<file path="src/rtl/nvsram_seq_pkg.sv">
package nvsram_seq_pkg;

    typedef enum logic [1:0] {
        CMD_READ   = 2'b00,
        CMD_WRITE  = 2'b01,
        CMD_STORE  = 2'b10,
        CMD_RECALL = 2'b11
    } cmd_e;

    typedef enum logic [3:0] {
        ST_IDLE,
        ST_WR_SETUP,
        ST_WR_PULSE,
        ST_WR_RECOVER,
        ST_RD_ACCESS,
        ST_SV_PULSE,
        ST_SV_WAIT,
        ST_RC_PULSE,
        ST_RC_WAIT
    } seq_state_e;

    typedef struct packed {
        logic cs_n;
        logic we_n;
        logic store_n;
        logic recall_n;
        logic dq_oe;
    } pin_set_t;

    // Round a nanosecond interval up to whole clock cycles, never below one.
    function automatic int unsigned ns_to_cycles(input int unsigned ns, input int unsigned clk_ns);
        int unsigned c;
        c = (ns + clk_ns - 1) / clk_ns;
        if (c == 0) c = 1;
        return c;
    endfunction

    function automatic int unsigned max2(input int unsigned a, input int unsigned b);
        return (a > b) ? a : b;
    endfunction

    // a - b, clamped at zero
    function automatic int unsigned sub_sat(input int unsigned a, input int unsigned b);
        return (a > b) ? (a - b) : 0;
    endfunction

endpackage

</file>
<file path="src/rtl/nvs_interval_timer.sv">
module nvs_interval_timer #(
    parameter int unsigned CNT_W = 8
) (
    input  logic             clk,
    input  logic             rst_n,
    input  logic             load,
    input  logic [CNT_W-1:0] load_val,
    output logic             expired
);

    logic [CNT_W-1:0] cnt_q;

    // A load of N makes the following state last N cycles.
    always_ff @(posedge clk or negedge rst_n) begin
        if (!rst_n) begin
            cnt_q <= '0;
        end else if (load) begin
            cnt_q <= load_val - CNT_W'(1);
        end else if (cnt_q != '0) begin
            cnt_q <= cnt_q - CNT_W'(1);
        end
    end

    assign expired = (cnt_q == '0);

endmodule

</file>
<file path="src/rtl/nvs_pin_driver.sv">
module nvs_pin_driver
    import nvsram_seq_pkg::*;
(
    input  logic       clk,
    input  logic       rst_n,
    input  seq_state_e next_state,
    output pin_set_t   pins
);

    pin_set_t pins_d;

    // Pin pattern of the state about to be entered; registered so the pins are glitch free.
    always_comb begin
        pins_d = '{cs_n: 1'b1, we_n: 1'b1, store_n: 1'b1, recall_n: 1'b1, dq_oe: 1'b0};
        unique case (next_state)
            ST_IDLE:       ;
            ST_WR_SETUP:   pins_d.cs_n = 1'b0;
            ST_WR_PULSE: begin
                pins_d.cs_n  = 1'b0;
                pins_d.we_n  = 1'b0;
                pins_d.dq_oe = 1'b1;
            end
            ST_WR_RECOVER: ;
            ST_RD_ACCESS:  pins_d.cs_n = 1'b0;
            ST_SV_PULSE:   pins_d.store_n = 1'b0;
            ST_SV_WAIT:    ;
            ST_RC_PULSE:   pins_d.recall_n = 1'b0;
            ST_RC_WAIT:    ;
            default:       ;
        endcase
    end

    always_ff @(posedge clk or negedge rst_n) begin
        if (!rst_n) begin
            pins <= '{cs_n: 1'b1, we_n: 1'b1, store_n: 1'b1, recall_n: 1'b1, dq_oe: 1'b0};
        end else begin
            pins <= pins_d;
        end
    end

endmodule

</file>
<file path="src/rtl/nvs_read_capture.sv">
module nvs_read_capture #(
    parameter int unsigned DATA_W = 4
) (
    input  logic              clk,
    input  logic              rst_n,
    input  logic              sample,
    input  logic [DATA_W-1:0] dq_in,
    output logic [DATA_W-1:0] rd_data
);

    always_ff @(posedge clk or negedge rst_n) begin
        if (!rst_n) begin
            rd_data <= '0;
        end else if (sample) begin
            rd_data <= dq_in;
        end
    end

endmodule

</file>
<file path="src/rtl/nvsram_host_seq.sv">
module nvsram_host_seq
    import nvsram_seq_pkg::*;
#(
    parameter int unsigned CLK_NS   = 20,
    parameter int unsigned ADDR_W   = 6,
    parameter int unsigned DATA_W   = 4,
    parameter int unsigned T_AS_NS  = 50,
    parameter int unsigned T_WP_NS  = 150,
    parameter int unsigned T_WR_NS  = 25,
    parameter int unsigned T_WC_NS  = 200,
    parameter int unsigned T_DW_NS  = 100,
    parameter int unsigned T_AA_NS  = 200,
    parameter int unsigned T_RC_NS  = 200,
    parameter int unsigned T_STP_NS = 200,
    parameter int unsigned T_STC_NS = 10_000_000,
    parameter int unsigned T_RCP_NS = 300,
    parameter int unsigned T_RCC_NS = 1400,
    parameter int unsigned T_ARC_NS = 1100
) (
    input  logic              clk,
    input  logic              rst_n,
    input  logic              cmd_valid,
    output logic              cmd_ready,
    input  logic [1:0]        cmd_op,
    input  logic [ADDR_W-1:0] cmd_addr,
    input  logic [DATA_W-1:0] cmd_wdata,
    output logic [DATA_W-1:0] rd_data,
    output logic              done,
    output logic              busy,
    output logic              mem_cs_n,
    output logic              mem_we_n,
    output logic              mem_store_n,
    output logic              mem_recall_n,
    output logic [ADDR_W-1:0] mem_addr,
    output logic [DATA_W-1:0] mem_dq_out,
    output logic              mem_dq_oe,
    input  logic [DATA_W-1:0] mem_dq_in
);

    // Interval lengths in cycles
    localparam int unsigned C_AS   = ns_to_cycles(T_AS_NS, CLK_NS);
    localparam int unsigned C_WPL  = max2(ns_to_cycles(T_WP_NS, CLK_NS), ns_to_cycles(T_DW_NS, CLK_NS));
    localparam int unsigned C_WREC = max2(ns_to_cycles(T_WR_NS, CLK_NS),
                                          sub_sat(ns_to_cycles(T_WC_NS, CLK_NS), C_AS + C_WPL));
    localparam int unsigned C_RD   = max2(ns_to_cycles(T_AA_NS, CLK_NS), ns_to_cycles(T_RC_NS, CLK_NS));
    localparam int unsigned C_STP  = ns_to_cycles(T_STP_NS, CLK_NS);
    localparam int unsigned C_STC  = ns_to_cycles(T_STC_NS, CLK_NS);
    localparam int unsigned C_RCP  = ns_to_cycles(T_RCP_NS, CLK_NS);
    localparam int unsigned C_RCW  = max2(ns_to_cycles(T_ARC_NS, CLK_NS),
                                          sub_sat(ns_to_cycles(T_RCC_NS, CLK_NS), C_RCP));
    localparam int unsigned C_MAX  = max2(max2(max2(C_AS, C_WPL), max2(C_WREC, C_RD)),
                                          max2(max2(C_STP, C_STC), max2(C_RCP, C_RCW)));
    localparam int unsigned CNT_W  = $clog2(C_MAX + 1);

    seq_state_e        state_q, state_d;
    logic              timer_load, timer_done;
    logic [CNT_W-1:0]  timer_val;
    logic [ADDR_W-1:0] addr_q;
    logic [DATA_W-1:0] wdata_q;
    logic              done_q;
    logic              accept;
    pin_set_t          pins;

    assign cmd_ready = (state_q == ST_IDLE);
    assign busy      = ~cmd_ready;
    assign accept    = cmd_valid & cmd_ready;

    // State register
    always_ff @(posedge clk or negedge rst_n) begin
        if (!rst_n) begin
            state_q <= ST_IDLE;
        end else begin
            state_q <= state_d;
        end
    end

    // Next-state decision
    always_comb begin
        state_d = state_q;
        unique case (state_q)
            ST_IDLE: begin
                if (accept) begin
                    unique case (cmd_e'(cmd_op))
                        CMD_READ:   state_d = ST_RD_ACCESS;
                        CMD_WRITE:  state_d = ST_WR_SETUP;
                        CMD_STORE:  state_d = ST_SV_PULSE;
                        CMD_RECALL: state_d = ST_RC_PULSE;
                        default:    state_d = ST_IDLE;
                    endcase
                end
            end
            ST_WR_SETUP:   if (timer_done) state_d = ST_WR_PULSE;
            ST_WR_PULSE:   if (timer_done) state_d = ST_WR_RECOVER;
            ST_WR_RECOVER: if (timer_done) state_d = ST_IDLE;
            ST_RD_ACCESS:  if (timer_done) state_d = ST_IDLE;
            ST_SV_PULSE:   if (timer_done) state_d = ST_SV_WAIT;
            ST_SV_WAIT:    if (timer_done) state_d = ST_IDLE;
            ST_RC_PULSE:   if (timer_done) state_d = ST_RC_WAIT;
            ST_RC_WAIT:    if (timer_done) state_d = ST_IDLE;
            default:       state_d = ST_IDLE;
        endcase
    end

    // Interval loaded on entry to each timed state
    always_comb begin
        timer_load = (state_d != state_q);
        unique case (state_d)
            ST_WR_SETUP:   timer_val = CNT_W'(C_AS);
            ST_WR_PULSE:   timer_val = CNT_W'(C_WPL);
            ST_WR_RECOVER: timer_val = CNT_W'(C_WREC);
            ST_RD_ACCESS:  timer_val = CNT_W'(C_RD);
            ST_SV_PULSE:   timer_val = CNT_W'(C_STP);
            ST_SV_WAIT:    timer_val = CNT_W'(C_STC);
            ST_RC_PULSE:   timer_val = CNT_W'(C_RCP);
            ST_RC_WAIT:    timer_val = CNT_W'(C_RCW);
            default:       timer_val = CNT_W'(1);
        endcase
    end

    nvs_interval_timer #(.CNT_W(CNT_W)) u_timer (
        .clk      (clk),
        .rst_n    (rst_n),
        .load     (timer_load),
        .load_val (timer_val),
        .expired  (timer_done)
    );

    // Request operands held for the whole operation
    always_ff @(posedge clk or negedge rst_n) begin
        if (!rst_n) begin
            addr_q  <= '0;
            wdata_q <= '0;
        end else if (accept) begin
            addr_q  <= cmd_addr;
            wdata_q <= cmd_wdata;
        end
    end

    // Completion pulse: first idle cycle after an operation
    always_ff @(posedge clk or negedge rst_n) begin
        if (!rst_n) begin
            done_q <= 1'b0;
        end else begin
            done_q <= (state_q != ST_IDLE) && (state_d == ST_IDLE);
        end
    end

    nvs_pin_driver u_pins (
        .clk        (clk),
        .rst_n      (rst_n),
        .next_state (state_d),
        .pins       (pins)
    );

    nvs_read_capture #(.DATA_W(DATA_W)) u_capture (
        .clk     (clk),
        .rst_n   (rst_n),
        .sample  ((state_q == ST_RD_ACCESS) && timer_done),
        .dq_in   (mem_dq_in),
        .rd_data (rd_data)
    );

    assign done         = done_q;
    assign mem_cs_n     = pins.cs_n;
    assign mem_we_n     = pins.we_n;
    assign mem_store_n  = pins.store_n;
    assign mem_recall_n = pins.recall_n;
    assign mem_dq_oe    = pins.dq_oe;
    assign mem_addr     = addr_q;
    assign mem_dq_out   = wdata_q;

endmodule

</file>
<file path="config.mk">
export PLATFORM = sky130hd
export DESIGN_NAME = nvsram_host_seq
export DESIGN_NICKNAME = d
export VERILOG_FILES = /design/src/rtl/nvsram_seq_pkg.sv /design/src/rtl/nvs_interval_timer.sv /design/src/rtl/nvs_pin_driver.sv /design/src/rtl/nvs_read_capture.sv /design/src/rtl/nvsram_host_seq.sv
export SDC_FILE = /design/constraint.sdc
export NUM_CORES = 1
export LEC_CHECK = 0
export ABC_AREA = 1
export BUFFER_PORTS_ARGS = -buffer_cell sky130_fd_sc_hd__buf_4
export CAP_MARGIN = 20
export CORE_ASPECT_RATIO = 1.75
export CORE_MARGIN = 5
export CORE_UTILIZATION = 45
export CTS_CLUSTER_DIAMETER = 50
export DETAILED_ROUTE_END_ITERATION = 10
export HOLD_SLACK_MARGIN = 0.15
export PLACE_DENSITY = 0.72
export RECOVER_POWER = 100
export SLEW_MARGIN = 10
export SYNTH_ARGS = -nofsm -noshare
export SYNTH_HDL_FRONTEND = slang
export SYNTH_SLANG_ARGS = --single-unit
</file>
<file path="constraint.sdc">
create_clock -name clk -period 4.5 [get_ports clk]
set_clock_uncertainty 0.2 [all_clocks]
set_input_delay 0.225 -clock clk [delete_from_list [all_inputs] [get_ports clk]]
set_output_delay 0.225 -clock clk [all_outputs]
set_load 0.1 [all_outputs]
</file>
==> Flow_metrics.wiki, run 1 <==
{| class="wikitable"
! Metric !! Value
|-
| Violations in the final reports || capacitance limit, slew limit
|-
| Maximum number of pins on one net before global-route repair || 44
|-
| Wire length of the first global-routing pass || about 12 mm
|-
| Via count of the first global-routing pass || 2,609
|-
| Final core area utilization || a little under three fifths
|-
| Total via count in the routed design || 2,567
|-
| Wire per inst || between 15 and 20 µm
|-
| Cell area after technology mapping || ~0.0026 mm²
|-
| Remaining global-route overflow || 0
|-
| Register bit count reported by yosys || 43
|-
| Row cnt || 37
|-
| GRT Total Usage || 21.2%
|-
| Data arrival time of the worst path || 3920 ps
|-
| Share of flip-flops with an asynchronous set or reset after synthesis || 100%
|-
| CP most frequent cell || nand2_1
|-
| DP Wirelength || 5.43 mm
|-
| DIE AREA || about 0.0076 mm²
|-
| Setup crit end kind || flop
|-
| Worst Max-Slew Pin Slew || roughly 2300 ps
|-
| Synthesis warning total || 0
|-
| Hold Crit Class || in2reg
|-
| Start point of the critical path || state_q[3]
|-
| H-tree depth || 2
|-
| Syn Inst Count || 351
|-
| Min-delay src || cmd_op[0]
|-
| Type of the worst setup path || reg2reg
|-
| TritonCTS clock tree || done
|-
| RD Place Congestion || 0.891
|-
| Cell type with the largest total area after synthesis || dfrtp_1
|-
| Layout area overhead || 24.3%
|-
| Final critical-path share of the clock period || 86.3%
|-
| Origin of the critical flop-to-flop path || state_q[3]
|-
| VDD IR-drop max || 164 µV
|-
| Type of origin of the critical path || flop
|-
| Cell family with the largest share of critical-path delay || simple AND/OR/NAND/NOR gates
|-
| Final standard cell count with taps included and fillers excluded || between 400 and 500
|-
| Clock sink count || 43
|-
| Power density relative to cell area || around 240 mW/mm²
|-
| Antenna-violating nets left || 0
|-
| Total power || 0.000798 W
|-
| Placed insts || 464
|-
| Clock Tree Root || clkbuf_8
|-
| Critical path cell sequence || inv_1, nand2_1, nor2_1, nand2_4, inv_2, o21ai_2, dlygate4sd3_1, nand3_2, inv_2, nand2_1, nand2_1, nand2_1, nand2_1, nand2_1, nand2_1, nor2_8, nand2_4, nor2_1, nor2_1, nor2_1
|-
| Number of nets in the synthesized netlist || between 300 and 400
|-
| 1st-iter DRT viols || 141
|-
| Initial core utilization || 45.6%
|-
| Sequential cell area fraction in the yosys report || 41.0%
|-
| Number of different library cells in the post-synthesis netlist || 40
|-
| Top flip-flop cell by instance count after synthesis || dfrtp_1
|-
| Worst rel slew slack || -55.6%
|-
| Top-count cell post-synth || nand2_1
|-
| Die span in x || 67.9 µm
|-
| Top cells by area, synth || dfrtp_1 37%, nand2_1 15%, nor2_1 8.1%
|-
| Place WS || 1230 ps
|-
| Req. time, crit path || 4540 ps
|-
| Number of hold violations in the final report || 0
|-
| Total of cells resized after clock tree synthesis || 0
|-
| Crit path max-delay cell type || dlygate4sd3_1
|-
| Result of the run || finished with violations
|-
| Number of failing setup endpoints in the final timing report || 0
|-
| Number of diodes added for antenna fixing || 0
|-
| Total leakage power || 1.76 nW
|-
| DRT Wirelength || 7.50 mm
|-
| First-pass iteration count of the detailed router || 4
|-
| Net count, final || 440
|-
| Final worst slack || 616 ps
|-
| Detail-routed via count per cell || 5.14
|-
| Insertion delay of the later-clocked pin in the worst-skew pair || 310 ps
|-
| Initial antenna violation count || 0
|-
| Number of buffers created by CTS || 5
|-
| Top post-synthesis cells by count || 103 x nand2_1, 57 x nor2_1, 39 x dfrtp_1
|-
| Highest Clock Rate || between 0.2 and 0.3 GHz
|-
| Number of maximum-capacitance violations || 1
|-
| Number of enable-type register cells in the synthesized netlist || 0
|-
| Largest stage delay on the critical path || 580 ps
|-
| Buffers & Inverters on Critical Path || 4
|-
| Number of ports placed on the die boundary || 41
|-
| Filler Cells Inserted || 547
|-
| IO buf count || 40
|-
| Fraction of layout instances using a drive strength above 1 || 16.4%
|-
| Highest net fanout along the worst path || 14
|-
| Fin Setup TNS || 0 ps
|-
| Count of pins over their slew limit || 44
|-
| Post-route DRC violation count || 0
|-
| CTS Buffer Depth || 2
|-
| Shortest period the worst path allows || 3880 ps
|-
| Mean Syn Cell Area || roughly 7.5 µm²
|-
| Post-CTS clock slew at the launch and capture registers of the worst setup and hold paths || roughly 90 ps
|-
| Share of Yosys cell area claimed by the top area cell type || a little under two fifths
|-
| Core ar. || 0.00579 mm²
|-
| Setup repair after global routing missed its margin || no
|-
| Vertical die dimension || 111 µm
|}
[placed cells by master, fill, tap and decap left out, types with 5 or more instances in the layout]
| master | instances |
|---|---|
| a21oi_1 | 7 |
| clkbuf_1 | 23 |
| nand4_1 | 12 |
| nor2_1 | 58 |
| nand2_1 | 105 |
| dfrtp_1 | 39 |
| inv_1 | 35 |
| buf_4 | 18 |
| nand2_2 | 8 |
| nand3_1 | 18 |
| dlygate4sd3_1 | 27 |
| inv_2 | 9 |
| clkbuf_8 | 5 |
| o21ai_1 | 8 |
[cell families (layout without fill, tap and decap cells)]
| logic type | count (synthesis) | after routing | share of synthesized area (%) |
|---|---|---|---|
| AO/OA/AOI/OAI | 30 | 30 | 7.73 |
| multiplexers | 4 | 4 | 1.71 |
| AND/OR/NAND/NOR | 220 | 220 | 40.6 |
| XOR/XNOR | 3 | 3 | 0.996 |
| adder cells (fa/ha/maj) | 1 | 1 | 0.474 |
| flip-flops | 43 | 43 | 41.0 |
| buffers and inverters | 50 | 120 | 7.54 |
[power by group]
group          total (W)  leakage [nW]  internal, W  switching (W)
Combinational  0.0000496          1.18    0.0000207      0.0000289
Clock           0.000360        0.0654     0.000222       0.000138
Sequential      0.000389         0.515     0.000388    0.000000872
Total           0.000798          1.76     0.000631       0.000168
[through the flow]
stage               hold slack, ps  instance area, µm²
finish                         285                3280
global route                   309                3280
CTS                            194                3410
detailed placement            53.9                3010
global placement              49.0                3010
floorplan                     -271                2640
[registers in the layout, indices dropped and copies added (netlist names)]
name / count
mem_dq_out: 4
u_pins.pins: 5
u_timer.cnt_q: 19
state_q: 4
mem_addr: 6
done: 1
u_capture.rd_data: 4
[path summary, 6_finish.rpt]
kind / end / cells past startpoint / slack [ps]
setup / recovery: u_timer.cnt_q[17] / 20 / 620
hold / removal: state_q[2] / 6 / 280
setup reg to reg: u_timer.cnt_q[17] / 20 / 620
hold reg to reg: u_capture.rd_data[0] / 1 / 310
max in group asynchronous: mem_addr[1] / 2 / 1810
min in group asynchronous: done / 2 / 940
[metal layers]
layer	share of wire [%]	track usage [%]	up-vias
met1	34	19.7	1202
met2	54	38.4	87
met3	4.5	4.46	37
met5	0	0	-
li1	-	-	1241
met4	7.2	14.9	0
[cell type report]
cell class	instances	area, µm²	share of cell area (%)
well taps	78	97.6	2.98
clock buffers	6	72.6	2.21
multi-input cells	258	1310	40.0
flip-flops and latches	43	1080	33.0
inverters	45	169	5.15
clock inverters	2	60.1	1.83
repair buffers	67	488	14.9
[tightest hold or removal path, cell delays in order]
cell     delay (ps)
buf_4           120
inv_1            50
nor2_1           40
nor2_1           90
nor2_1           50
nand2_2         150
[what timing repair did]
action / CTS / global route
setup buffers: 0 / 0
hold buffers: 27 / 0
endpoints found under the hold margin: 60 / 0
setup endpoints to repair: 0 / 0
Note: power is estimated with default switching activity, not from simulation.
==> run 2, diff against run 1 <==
- RECOVER_POWER: 100 -> 25
- TNS_END_PERCENT: not set -> 10
==> run 2 against run 1 <==
  * The run still ends with capacitance limit, slew limit left
  * Via count about the same
  * Die area unchanged
  * First-iteration DRC count up 7.1%
  * Setup slack better by 200 ps
  * Non-clock buffer count unchanged
  * Wire length down 0.88%
  * Hold slack worse by 80 ps
  * Sequential power about the same
  * Fmax up 5.5%
  * Register-to-register slack better by 200 ps
  * Sequential share of layout area down 1.2 points
  * Highest routed layer unchanged
==> Flow_metrics.wiki, run 2 (synthesized netlist as in run 1, its figures left out) <==
{| class="wikitable"
! Metric !! Value
|-
| Place WS || 1230 ps (unchanged)
|-
| Crit path max-delay cell type || dlygate4sd3_1 (unchanged)
|-
| Cell family with the largest share of critical-path delay || simple AND/OR/NAND/NOR gates (unchanged)
|-
| Leading cell types in the layout, fill and taps excluded || 103 x nand2_1, 57 x nor2_1, 39 x dfrtp_1, 39 x buf_4, 34 x inv_1 (was 105 x nand2_1, 58 x nor2_1, 39 x dfrtp_1)
|-
| Post-CTS clock slew at the launch and capture registers of the worst setup and hold paths || 90 ps (about the same)
|-
| CP most frequent cell || nand2_1 (unchanged)
|-
| Maximum number of pins on one net before global-route repair || 44 (unchanged)
|-
| Initial core utilization || 45.6% (unchanged)
|-
| DP Wirelength || 5.43 mm (unchanged)
|-
| Total leakage power || 1.85 nW (was 1.76 nW)
|-
| Type of the worst setup path || reg2reg (unchanged)
|-
| Most frequent standard cell in the layout excluding fill and tap cells || nand2_1 (unchanged)
|-
| Number of flip-flops in the largest register || 19 (unchanged)
|-
| Final worst slack || 817 ps (was 616 ps)
|-
| Buffers & Inverters on Critical Path || 5 (was 4)
|-
| Register ranked first by flip-flop count || u_timer.cnt_q (unchanged)
|-
| Total via count in the routed design || 2,568 (was 2,567)
|-
| RD Place Congestion || 0.891 (unchanged)
|-
| Total of cells resized after clock tree synthesis || 0 (unchanged)
|-
| H-tree depth || 2 (unchanged)
|-
| 1st-iter DRT viols || 151 (was 141)
|-
| Origin of the critical flop-to-flop path || state_q[0] (was state_q[3])
|-
| Hold Crit Class || in2reg (unchanged)
|-
| Wire per inst || 14.9 µm (was 15.0 µm)
|-
| Req. time, crit path || 4510 ps (was 4540 ps)
|-
| R2R Setup Slk || 820 ps (was 620 ps)
|-
| Cell-internal power || 0.000632 W (was 0.000631 W)
|-
| First-pass iteration count of the detailed router || 5 (was 4)
|-
| Type of origin of the critical path || flop (unchanged)
|-
| Number of buffers created by CTS || 5 (unchanged)
|-
| Layout area overhead || 29.1% (was 24.3%)
|-
| Part of the power in registers || 48.7% (about the same)
|-
| Worst rel slew slack || -54.1% (was -55.6%)
|-
| Relative contribution of combinational cells to total power || 6.4% (was 6.2%)
|-
| Die span in x || 67.9 µm (unchanged)
|-
| Switching power share of the total || 20.9% (was 21.0%)
|-
| VDD IR-drop max || 164 µV (about the same)
|-
| Start point of the critical path || state_q[0] (was state_q[3])
|-
| TritonCTS clock tree || done (unchanged)
|-
| Number of maximum-capacitance violations || 1 (unchanged)
|-
| Highest net fanout along the worst path || 14 (unchanged)
|-
| Highest Clock Rate || 0.272 GHz (was 0.257 GHz)
|-
| Data arrival time of the worst path || 3690 ps (was 3920 ps)
|-
| Filler Cells Inserted || 508 (was 547)
|-
| Wire length of the first global-routing pass || 11.9 mm (unchanged)
|-
| Final critical-path share of the clock period || 81.8% (was 86.3%)
|-
| Clock sink count || 43 (unchanged)
|-
| Met1 wire length || 2.50 mm (was 2.55 mm)
|-
| Via count of the first global-routing pass || 2,609 (unchanged)
|-
| Worst Max-Slew Pin Slew || 2310 ps (was 2330 ps)
|-
| Number of hold violations in the final report || 0 (unchanged)
|-
| Core ar. || 0.00579 mm² (unchanged)
|-
| Fraction of layout instances using a drive strength above 1 || 23.3% (was 16.4%)
|-
| Fin Setup TNS || 0 ps (unchanged)
|-
| Remaining global-route overflow || 0 (unchanged)
|-
| Insertion delay of the later-clocked pin in the worst-skew pair || 310 ps (about the same)
|-
| Critical path cell sequence || inv_2, nand2_1, nor2_4, nand2_4, inv_2, o21ai_2, dlygate4sd3_1, nand3_2, inv_2, o21ai_1, nor2_1, nand2_1, nand2_2, ha_1, nand3_2, nor2_4, nand2_2, nor2_1, nand2_1, nand2_1, inv_1 (was inv_1, nand2_1, nor2_1, nand2_4, inv_2, o21ai_2, dlygate4sd3_1, nand3_2, inv_2, nand2_1, nand2_1, nand2_1, nand2_1, nand2_1, nand2_1, nor2_8, nand2_4, nor2_1, nor2_1, nor2_1)
|-
| Setup repair after global routing missed its margin || no (unchanged)
|-
| DIE AREA || 0.00756 mm² (unchanged)
|-
| GRT Total Usage || 21.2% (unchanged)
|-
| Count of pins over their slew limit || 44 (unchanged)
|-
| Result of the run || finished with violations (unchanged)
|-
| Switching Power || 0.000167 W (was 0.000168 W)
|-
| Initial antenna violation count || 0 (unchanged)
|-
| Top layer in use || met4 (unchanged)
|-
| Wire length on met2 || 4.13 mm (was 4.06 mm)
|-
| Detail-routed via count per cell || 5.15 (was 5.14)
|-
| Post-route DRC violation count || 0 (unchanged)
|-
| Shortest period the worst path allows || 3680 ps (was 3880 ps)
|-
| Violations in the final reports || capacitance limit, slew limit (unchanged)
|-
| Vertical die dimension || 111 µm (unchanged)
|-
| Detailed-routed wire length on met3 || 315 µm (was 340 µm)
|-
| Min-delay src || cmd_op[0] (unchanged)
|-
| Row cnt || 37 (unchanged)
|-
| DRT Wirelength || 7.43 mm (was 7.50 mm)
|-
| Setup crit end kind || flop (unchanged)
|-
| Largest stage delay on the critical path || 590 ps (was 580 ps)
|-
| Power share of the clock group || 44.9% (was 45.1%)
|-
| Number of failing setup endpoints in the final timing report || 0 (unchanged)
|-
| Antenna-violating nets left || 0 (unchanged)
|-
| CTS Buffer Depth || 2 (unchanged)
|-
| Number of ports placed on the die boundary || 41 (unchanged)
|-
| IO buf count || 40 (unchanged)
|-
| Clock Tree Root || clkbuf_8 (unchanged)
|-
| Number of diodes added for antenna fixing || 0 (unchanged)
|-
| Net count, final || 440 (unchanged)
|-
| Power density relative to cell area || 235 mW/mm² (was 243 mW/mm²)
|}
run 2: worst register-to-register path: stages (launching register included):
cell and delay, ps:
dfrtp_1 490, inv_2 90, nand2_1 160, nor2_4 80
nand2_4 150, inv_2 140, o21ai_2 100, dlygate4sd3_1 590
nand3_2 170, inv_2 130, o21ai_1 70, nor2_1 90
nand2_1 100, nand2_2 120, ha_1 200, nand3_2 130
nor2_4 180, nand2_2 100, nor2_1 130, nand2_1 60
nand2_1 70, inv_1 30
run 2: what timing repair did:
item                       in CTS  in global routing
setup endpoints to repair       0                  0
hold buffers                   27                  0
hold endpoints to repair       60                  0
buffers inserted                0                  0
run 2: layout make-up:
cell class	count	area [µm²]	area share, %
inverters	45	169	4.96
well taps	78	97.6	2.87
clock inverters	2	60.1	1.76
multi-input cells	258	1360	39.9
flip-flops and latches	43	1080	31.7
repair buffers	67	567	16.6
clock buffers	6	72.6	2.13
run 2: through the flow:
| step | hold WS [ps] | utilization, % | area, µm² | power [W] | std cells |
|---|---|---|---|---|---|
| 6_report | 204 | 58.9 | 3410 | 0.000799 | 499 |
| 5_1_grt | 278 | 58.9 | 3410 | 0.000833 | 499 |
| 4_1_cts | 194 | 58.9 | 3410 | 0.000810 | 499 |
| 3_5_place_dp | 53.9 | 52.0 | 3010 | 0.000437 | 464 |
| 3_3_place_gp | 49.0 | 52.0 | 3010 | 0.000436 | 464 |
| 2_1_floorplan | -271 | - | 2640 | 0.000412 | 351 |
run 2: metal layers:
metal | vias up | GRT usage (%)
met5 | - | 0
met4 | 0 | 14.9
met3 | 34 | 4.46
met2 | 93 | 38.4
met1 | 1204 | 19.7
li1 | 1237 | -
run 2: worst paths after layout:
check	cells after the start	endpoint
hold / removal	5	state_q[1]
max in group asynchronous	2	mem_dq_out[0]
hold reg to reg	1	u_capture.rd_data[0]
setup reg to reg	21	u_timer.cnt_q[10]
min in group asynchronous	2	mem_addr[0]
setup / recovery	21	u_timer.cnt_q[10]
run 2: power by group through the flow:
stage | Clock [W] | Combinational [W] | Sequential, W
after floorplan | 0 | 0.00000225 | 0.000410
after global routing | 0.000389 | 0.0000549 | 0.000389
final | 0.000359 | 0.0000512 | 0.000389
after CTS | 0.000369 | 0.0000517 | 0.000389
after detailed placement | 0 | 0.0000404 | 0.000397
after global placement | 0 | 0.0000400 | 0.000396
